### config.mk
export PLATFORM = sky130hd
export DESIGN_NAME = flyby_dma_ctrl
export DESIGN_NICKNAME = d
export VERILOG_FILES = /design/src/rtl/fdma_pkg.sv /design/src/rtl/fdma_req_capture.sv /design/src/rtl/fdma_datapath.sv /design/src/rtl/fdma_control.sv /design/src/rtl/flyby_dma_ctrl.sv
export SDC_FILE = /design/constraint.sdc
export NUM_CORES = 1
export LEC_CHECK = 0
export ABC_AREA = 1
export BUFFER_PORTS_ARGS = -buffer_cell sky130_fd_sc_hd__buf_2
export CAP_MARGIN = 0
export CELL_PAD_IN_SITES_DETAIL_PLACEMENT = 0
export CELL_PAD_IN_SITES_GLOBAL_PLACEMENT = 1
export CORE_MARGIN = 10
export CORE_UTILIZATION = 40
export DETAILED_ROUTE_END_ITERATION = 8
export GPL_ROUTABILITY_DRIVEN = 0
export PLACE_DENSITY = 0.85
export SYNTH_ARGS = -nofsm -noshare
export SYNTH_HDL_FRONTEND = slang
export SYNTH_SLANG_ARGS = --single-unit
### constraint.sdc
create_clock -name clk -period 3.35 [get_ports clk]
set_clock_uncertainty 0.2 [all_clocks]
set_input_delay 0.5025 -clock clk [delete_from_list [all_inputs] [get_ports clk]]
set_output_delay 0.5025 -clock clk [all_outputs]
set_load 0.02 [all_outputs]
### src/rtl/fdma_pkg.sv
package fdma_pkg;

  typedef enum logic {
    ST_IDLE = 1'b0,
    ST_XFER = 1'b1
  } fdmaState_t;

  // strobes from control to datapath
  typedef struct packed {
    logic load;     // capture a new control set
    logic advance;  // one word finished: step address, drop count
  } dpCmd_t;

endpackage

### src/rtl/fdma_req_capture.sv
module fdma_req_capture #(
  parameter int SYNC_STAGES = 2
) (
  input  logic clk,
  input  logic rstN,
  input  logic reqN,
  output logic reqEdge
);

  logic [SYNC_STAGES-1:0] syncQ;
  logic                   prevQ;

  for (genvar g = 0; g < SYNC_STAGES; g++) begin : g_stage
    if (g == 0) begin : g_first
      always_ff @(posedge clk or negedge rstN) begin
        if (!rstN) syncQ[0] <= 1'b1;
        else       syncQ[0] <= reqN;
      end
    end else begin : g_next
      always_ff @(posedge clk or negedge rstN) begin
        if (!rstN) syncQ[g] <= 1'b1;
        else       syncQ[g] <= syncQ[g-1];
      end
    end
  end

  always_ff @(posedge clk or negedge rstN) begin
    if (!rstN) prevQ <= 1'b1;
    else       prevQ <= syncQ[SYNC_STAGES-1];
  end

  assign reqEdge = prevQ & ~syncQ[SYNC_STAGES-1];


  edge_single_chk: assert property (@(posedge clk) disable iff (!rstN)
    reqEdge |=> !reqEdge);

endmodule

### src/rtl/fdma_datapath.sv
module fdma_datapath
  import fdma_pkg::*;
#(
  parameter int ADDR_W = 32,
  parameter int CNT_W  = 16
) (
  input  logic              clk,
  input  logic              rstN,
  input  dpCmd_t            cmd,
  input  logic [ADDR_W-1:0] cfgAddr,
  input  logic [ADDR_W-1:0] cfgStep,
  input  logic [CNT_W-1:0]  cfgCount,
  input  logic              cfgToMem,
  input  logic              cfgTargetIo,
  output logic [ADDR_W-1:0] curAddr,
  output logic              xferToMem,
  output logic              targetIo,
  output logic              countZero,
  output logic              lastWord
);

  localparam logic [CNT_W-1:0] CNT_ONE = CNT_W'(1);

  logic [ADDR_W-1:0] addrQ;
  logic [ADDR_W-1:0] stepQ;
  logic [CNT_W-1:0]  countQ;
  logic              toMemQ;
  logic              targetIoQ;

  always_ff @(posedge clk or negedge rstN) begin
    if (!rstN) begin
      addrQ     <= '0;
      stepQ     <= '0;
      countQ    <= '0;
      toMemQ    <= 1'b0;
      targetIoQ <= 1'b0;
    end else if (cmd.load) begin
      addrQ     <= cfgAddr;
      stepQ     <= cfgStep;
      countQ    <= cfgCount;
      toMemQ    <= cfgToMem;
      targetIoQ <= cfgTargetIo;
    end else if (cmd.advance) begin
      addrQ  <= addrQ + stepQ;
      countQ <= countQ - CNT_ONE;
    end
  end

  assign curAddr   = addrQ;
  assign xferToMem = toMemQ;
  assign targetIo  = targetIoQ;
  assign countZero = (countQ == '0);
  assign lastWord  = (countQ == CNT_ONE);


  addr_step_chk: assert property (@(posedge clk) disable iff (!rstN)
    (cmd.advance && !cmd.load) |=> curAddr == $past(curAddr) + $past(stepQ));


  addr_load_chk: assert property (@(posedge clk) disable iff (!rstN)
    cmd.load |=> curAddr == $past(cfgAddr));

endmodule

### src/rtl/fdma_control.sv
module fdma_control
  import fdma_pkg::*;
#(
  parameter int PEND_W = 4
) (
  input  logic   clk,
  input  logic   rstN,
  input  logic   cfgLoad,
  input  logic   chanEnable,
  input  logic   busGrant,
  input  logic   reqEdge,
  input  logic   memReady,
  input  logic   xferToMem,
  input  logic   targetIo,
  input  logic   countZero,
  input  logic   lastWord,
  output dpCmd_t cmd,
  output logic   memReq,
  output logic   memWrite,
  output logic   ioEnable,
  output logic   flybyStrobe,
  output logic   done,
  output logic   overflow
);

  localparam logic [PEND_W-1:0] PEND_MAX = {PEND_W{1'b1}};
  localparam logic [PEND_W-1:0] PEND_ONE = PEND_W'(1);

  fdmaState_t        stateQ, stateD;
  logic [PEND_W-1:0] pendQ, pendD;
  logic              ovfQ, ovfD;
  logic              doneQ;

  logic armed, countReq, finishWord, lastFinish, inXfer;

  assign inXfer     = (stateQ == ST_XFER);
  assign armed      = chanEnable & ~countZero;
  assign countReq   = reqEdge & armed & ~cfgLoad;
  assign finishWord = inXfer & memReady & ~cfgLoad;
  assign lastFinish = finishWord & lastWord;

  // pending request counter
  always_comb begin
    pendD = pendQ;
    ovfD  = ovfQ;
    if (cfgLoad) begin
      pendD = '0;
      ovfD  = 1'b0;
    end else if (lastFinish) begin
      pendD = '0;
    end else begin
      unique case ({countReq, finishWord})
        2'b10: begin
          if (pendQ == PEND_MAX) ovfD = 1'b1;
          else                   pendD = pendQ + PEND_ONE;
        end
        2'b01:   pendD = pendQ - PEND_ONE;
        default: pendD = pendQ;
      endcase
    end
  end

  // transaction sequencer
  always_comb begin
    stateD = stateQ;
    if (cfgLoad) begin
      stateD = ST_IDLE;
    end else begin
      unique case (stateQ)
        ST_IDLE: if (pendQ != '0 && busGrant && armed) stateD = ST_XFER;
        ST_XFER: if (memReady) stateD = ST_IDLE;
        default: stateD = ST_IDLE;
      endcase
    end
  end

  always_ff @(posedge clk or negedge rstN) begin
    if (!rstN) begin
      stateQ <= ST_IDLE;
      pendQ  <= '0;
      ovfQ   <= 1'b0;
      doneQ  <= 1'b0;
    end else begin
      stateQ <= stateD;
      pendQ  <= pendD;
      ovfQ   <= ovfD;
      doneQ  <= lastFinish;
    end
  end

  assign cmd.load    = cfgLoad;
  assign cmd.advance = finishWord;

  assign memReq      = inXfer;
  assign memWrite    = inXfer & xferToMem;
  assign ioEnable    = inXfer & xferToMem;
  assign flybyStrobe = inXfer & ~xferToMem & busGrant & targetIo;
  assign done        = doneQ;
  assign overflow    = ovfQ;


  end_after_ready_chk: assert property (@(posedge clk) disable iff (!rstN)
    (memReq && memReady) |=> (!memReq && !ioEnable && !flybyStrobe));


  start_gate_chk: assert property (@(posedge clk) disable iff (!rstN)
    $rose(memReq) |-> $past(busGrant && chanEnable && pendQ != '0));


  no_overflow_chk: assert property (@(posedge clk) disable iff (!rstN)
    (pendQ == PEND_MAX && countReq && !finishWord && !lastFinish)
      |=> (pendQ == PEND_MAX && overflow));


  overflow_sticky_chk: assert property (@(posedge clk) disable iff (!rstN)
    (overflow && !cfgLoad) |=> overflow);


  pend_balance_chk: assert property (@(posedge clk) disable iff (!rstN)
    (countReq && finishWord && !lastFinish) |=> $stable(pendQ));


  strobe_excl_chk: assert property (@(posedge clk) disable iff (!rstN)
    !(ioEnable && flybyStrobe));


  flyby_gate_chk: assert property (@(posedge clk) disable iff (!rstN)
    flybyStrobe |-> (busGrant && targetIo && !memWrite));


  done_pulse_chk: assert property (@(posedge clk) disable iff (!rstN)
    done |=> !done);

endmodule

### src/rtl/flyby_dma_ctrl.sv
module flyby_dma_ctrl
  import fdma_pkg::*;
#(
  parameter int ADDR_W      = 32,
  parameter int CNT_W       = 16,
  parameter int PEND_W      = 4,
  parameter int SYNC_STAGES = 2
) (
  input  logic              clk,
  input  logic              rstN,
  input  logic              cfgLoad,
  input  logic [ADDR_W-1:0] cfgAddr,
  input  logic [ADDR_W-1:0] cfgStep,
  input  logic [CNT_W-1:0]  cfgCount,
  input  logic              cfgToMem,
  input  logic              cfgTargetIo,
  input  logic              chanEnable,
  input  logic              busGrant,
  input  logic              reqN,
  input  logic              memReady,
  output logic              memReq,
  output logic              memWrite,
  output logic [ADDR_W-1:0] memAddr,
  output logic              ioEnable,
  output logic              flybyStrobe,
  output logic              done,
  output logic              overflow
);

  dpCmd_t cmd;
  logic   reqEdge;
  logic   xferToMem, targetIo, countZero, lastWord;

  fdma_req_capture #(.SYNC_STAGES(SYNC_STAGES)) capture_i (
    .clk     (clk),
    .rstN    (rstN),
    .reqN    (reqN),
    .reqEdge (reqEdge)
  );

  fdma_control #(.PEND_W(PEND_W)) control_i (
    .clk         (clk),
    .rstN        (rstN),
    .cfgLoad     (cfgLoad),
    .chanEnable  (chanEnable),
    .busGrant    (busGrant),
    .reqEdge     (reqEdge),
    .memReady    (memReady),
    .xferToMem   (xferToMem),
    .targetIo    (targetIo),
    .countZero   (countZero),
    .lastWord    (lastWord),
    .cmd         (cmd),
    .memReq      (memReq),
    .memWrite    (memWrite),
    .ioEnable    (ioEnable),
    .flybyStrobe (flybyStrobe),
    .done        (done),
    .overflow    (overflow)
  );

  fdma_datapath #(.ADDR_W(ADDR_W), .CNT_W(CNT_W)) datapath_i (
    .clk         (clk),
    .rstN        (rstN),
    .cmd         (cmd),
    .cfgAddr     (cfgAddr),
    .cfgStep     (cfgStep),
    .cfgCount    (cfgCount),
    .cfgToMem    (cfgToMem),
    .cfgTargetIo (cfgTargetIo),
    .curAddr     (memAddr),
    .xferToMem   (xferToMem),
    .targetIo    (targetIo),
    .countZero   (countZero),
    .lastWord    (lastWord)
  );

endmodule

==> impl_metrics.ini <==
[synth]
synth_enable_flop_cells = 0
synth-seq-area-share_pct = 35.7
synth_ff_type = dfrtp_1
syn-cell-area_mm2 = 0.00646
yosysWarnings = 0
ys_ff_latch = 92
synthArstFlopShare_pct = 100
syn_inst = 942
syn-num-nets = 1069
syn_area_per_cell_um2 = 6.86
yosys.cell_types.count = 46

[clock_network]
clkTransAtPathRegs_ps = 70
postCtsSetupBuffers = 0
numCtsBuffers = 9
cts_resized = 0
holdBufCountCts = 1
clock_path_buffers = 2
tritoncts = yes
worst_skew_pair.late_latency_ps = 350
cts_htree_levels = 3
cts-root-buf = clkbuf_16
clock_sinks = 92

[floorplanning]
die_y_um = 147
core_mm2 = 0.0158
io_pins = 127
die_area_mm2 = 0.0216
start_util_pct = 40.8
die_w_um = 147
row_count = 46

[placement]
pre_cts_ws_ps = 676
dp_hpwl_um = 14800
placed_cell_area_mm2 = 0.00732
io_buffer_count = 126
place_inst = 1268

[sta]
tightestPinTransition_ps = 630
final_hold_viol_count = 0
fin_ws_ps = 627
hold_slack_ps = 44.1
rsz0062_at_grt = no
drv_slew = 0
finalCritPeriodShare_pct = 81.3
fmax_ghz = 0.367
finalSetupViolCount = 0
layout_min_cycle_time_ps = 2720
timing.setup.tns_ps = 0
relSlewSlack_pct = 58.0

[layout]
layout_commonest_cell = nand2_1
final_cells = 1285
nets = 1191
utilization_pct = 48.2
area_growth_pct = 18.2
drive_gt1_share_pct = 16.7
antenna_cells = 0
design_area_mm2 = 0.00763
num-fill-cells = 1670
mostFrequentLayoutCells = 375 x nand2_1, 125 x buf_2, 116 x inv_1

[run_status]
outcome = completed

[power]
total_power_mw = 3.65
leakage_nw = 4.24
peakVddDrop_uv = 254
p_per_area_mw_per_mm2 = 479

[routing]
wl_um = 19000
final_antenna_net_count = 0
drt_first_pass_iters = 5
vias = 6198
avgRoutedWirePerCell_um = 14.8
drtIter0Drc = 367
drc = 0
viasPerCell = 4.82

[global_routing]
grt_start_max_net_pins = 55
grt_pass1_vias = 6226
grt_util_all_layers_pct = 17.6
gr-total-overflow = 0
grt_pass1_wl_um = 31300
antenna_found_initial = 0

[worst_hold_path]
min_path_type = in -> reg

[setup_path]
regToRegSetupSlack_ps = 630
crit_slowest_cell = dfrtp_1
cp_max_fo = 5
worstSetupEndpointType = flip-flop
worstPathArrival_ps = 2760
cpMostUsedCell = nand2_1
path_cells = inv_1 -> ha_1 -> nand2_1 -> nor2_1 -> a21boi_2 -> nand2_2 -> nand2_2 -> inv_1 -> ha_1 -> a21oi_1 -> nand2_1 -> nand2_1 -> nand2_1 -> nand3b_1 -> nand3_1 -> o21ai_1
path_class = reg -> reg
critPathLaunchType = flip-flop
max_stage_delay_ps = 410
worstPathRequired_ps = 3390

[job]
drv_cap = 0
## critical path: cells and delay by family, from the launching register on
family	cells	cell delay, ps
AOI/OAI and AO/OA	3	520
adders and majority gates	2	530
buffers and inverters	2	190
and+or+nand+nor	9	740
DFF	1	410
## flip-flops by register name, summed over array words and instances, names as in the netlist
signal	flops
datapath_i.countQ	16
control_i.overflow	1
capture_i.syncQ	2
datapath_i.curAddr	32
capture_i.prevQ	1
control_i.pendQ	4
datapath_i.stepQ	32
datapath_i.targetIo	1
datapath_i.xferToMem	1
control_i.done	1
control_i.memReq	1
## kinds of logic (layout without fill, tap and decap cells)
group | after synthesis | in the layout | share of synthesized area (%)
XOR/XNOR | 16 | 16 | 2.17
AO/OA/AOI/OAI | 118 | 118 | 11.5
buffers and inverters | 146 | 273 | 8.87
AND/OR/NAND/NOR | 532 | 532 | 34.2
flip-flops | 92 | 92 | 35.7
adder cells (fa/ha/maj) | 38 | 38 | 7.60
## power by group
part           switching [mW]  internal [mW]  total, mW
Combinational           0.811          0.450       1.26
Sequential              0.113           1.24       1.35
Clock                   0.444          0.600       1.04
## cells in the mapped netlist, types with 8 or more instances
cell      instances  share of area, %
o21bai_1          9               1.0
ha_1             36               7.0
clkbuf_1          8              0.47
inv_1           116               6.7
buf_2             9              0.70
dfrtp_1          89                34
o21ai_1          12              0.93
nor3_1            9              0.70
a22o_1           13               1.8
nand2_1         375                22
nand3_1          48               3.7
o21ai_0          23               1.8
xnor2_1           9               1.2
a21oi_1          34               2.6
nor2_1           64               3.7
o211ai_1         16               1.9
## path summary, 6_finish.rpt
path / from / to / cells after the start
min in group asynchronous: rstN / datapath_i.countQ[15]$_DFFE_PN0P_ / 2
hold / removal: reqN / capture_i.syncQ[0]$_DFF_PN1_ / 1
hold reg to reg: capture_i.syncQ[0]$_DFF_PN1_ / capture_i.syncQ[1]$_DFF_PN1_ / 0
setup / recovery: datapath_i.countQ[0]$_DFFE_PN0P_ / control_i.pendQ[3]$_DFFE_PN0P_ / 16
max in group asynchronous: rstN / capture_i.syncQ[0]$_DFF_PN1_ / 3
setup reg to reg: datapath_i.countQ[0]$_DFFE_PN0P_ / control_i.pendQ[3]$_DFFE_PN0P_ / 16
## layer usage
| layer | GRT usage [%] | wire length (um) | vias to the layer above |
|---|---|---|---|
| li1 | - | - | 3242 |
| met3 | 3.22 | 954 | 18 |
| met2 | 27.6 | 8320 | 154 |
| met4 | 4.91 | 207 | 0 |
| met1 | 24.1 | 9550 | 2784 |
| met5 | 0 | 0 | - |
## area by class of cell
type                            instances  area, um^2  area share [%]
Inverter                              123         464            6.08
Tap cell                              216         270            3.54
Timing Repair Buffer                  134         708            9.28
Multi-Input combinational cell        704        3580            47.0
Clock inverter                          4        51.3           0.672
Sequential cell                        92        2310            30.2
Clock buffer                           12         246            3.23
No activity file was read; power rests on OpenSTA's default activity.
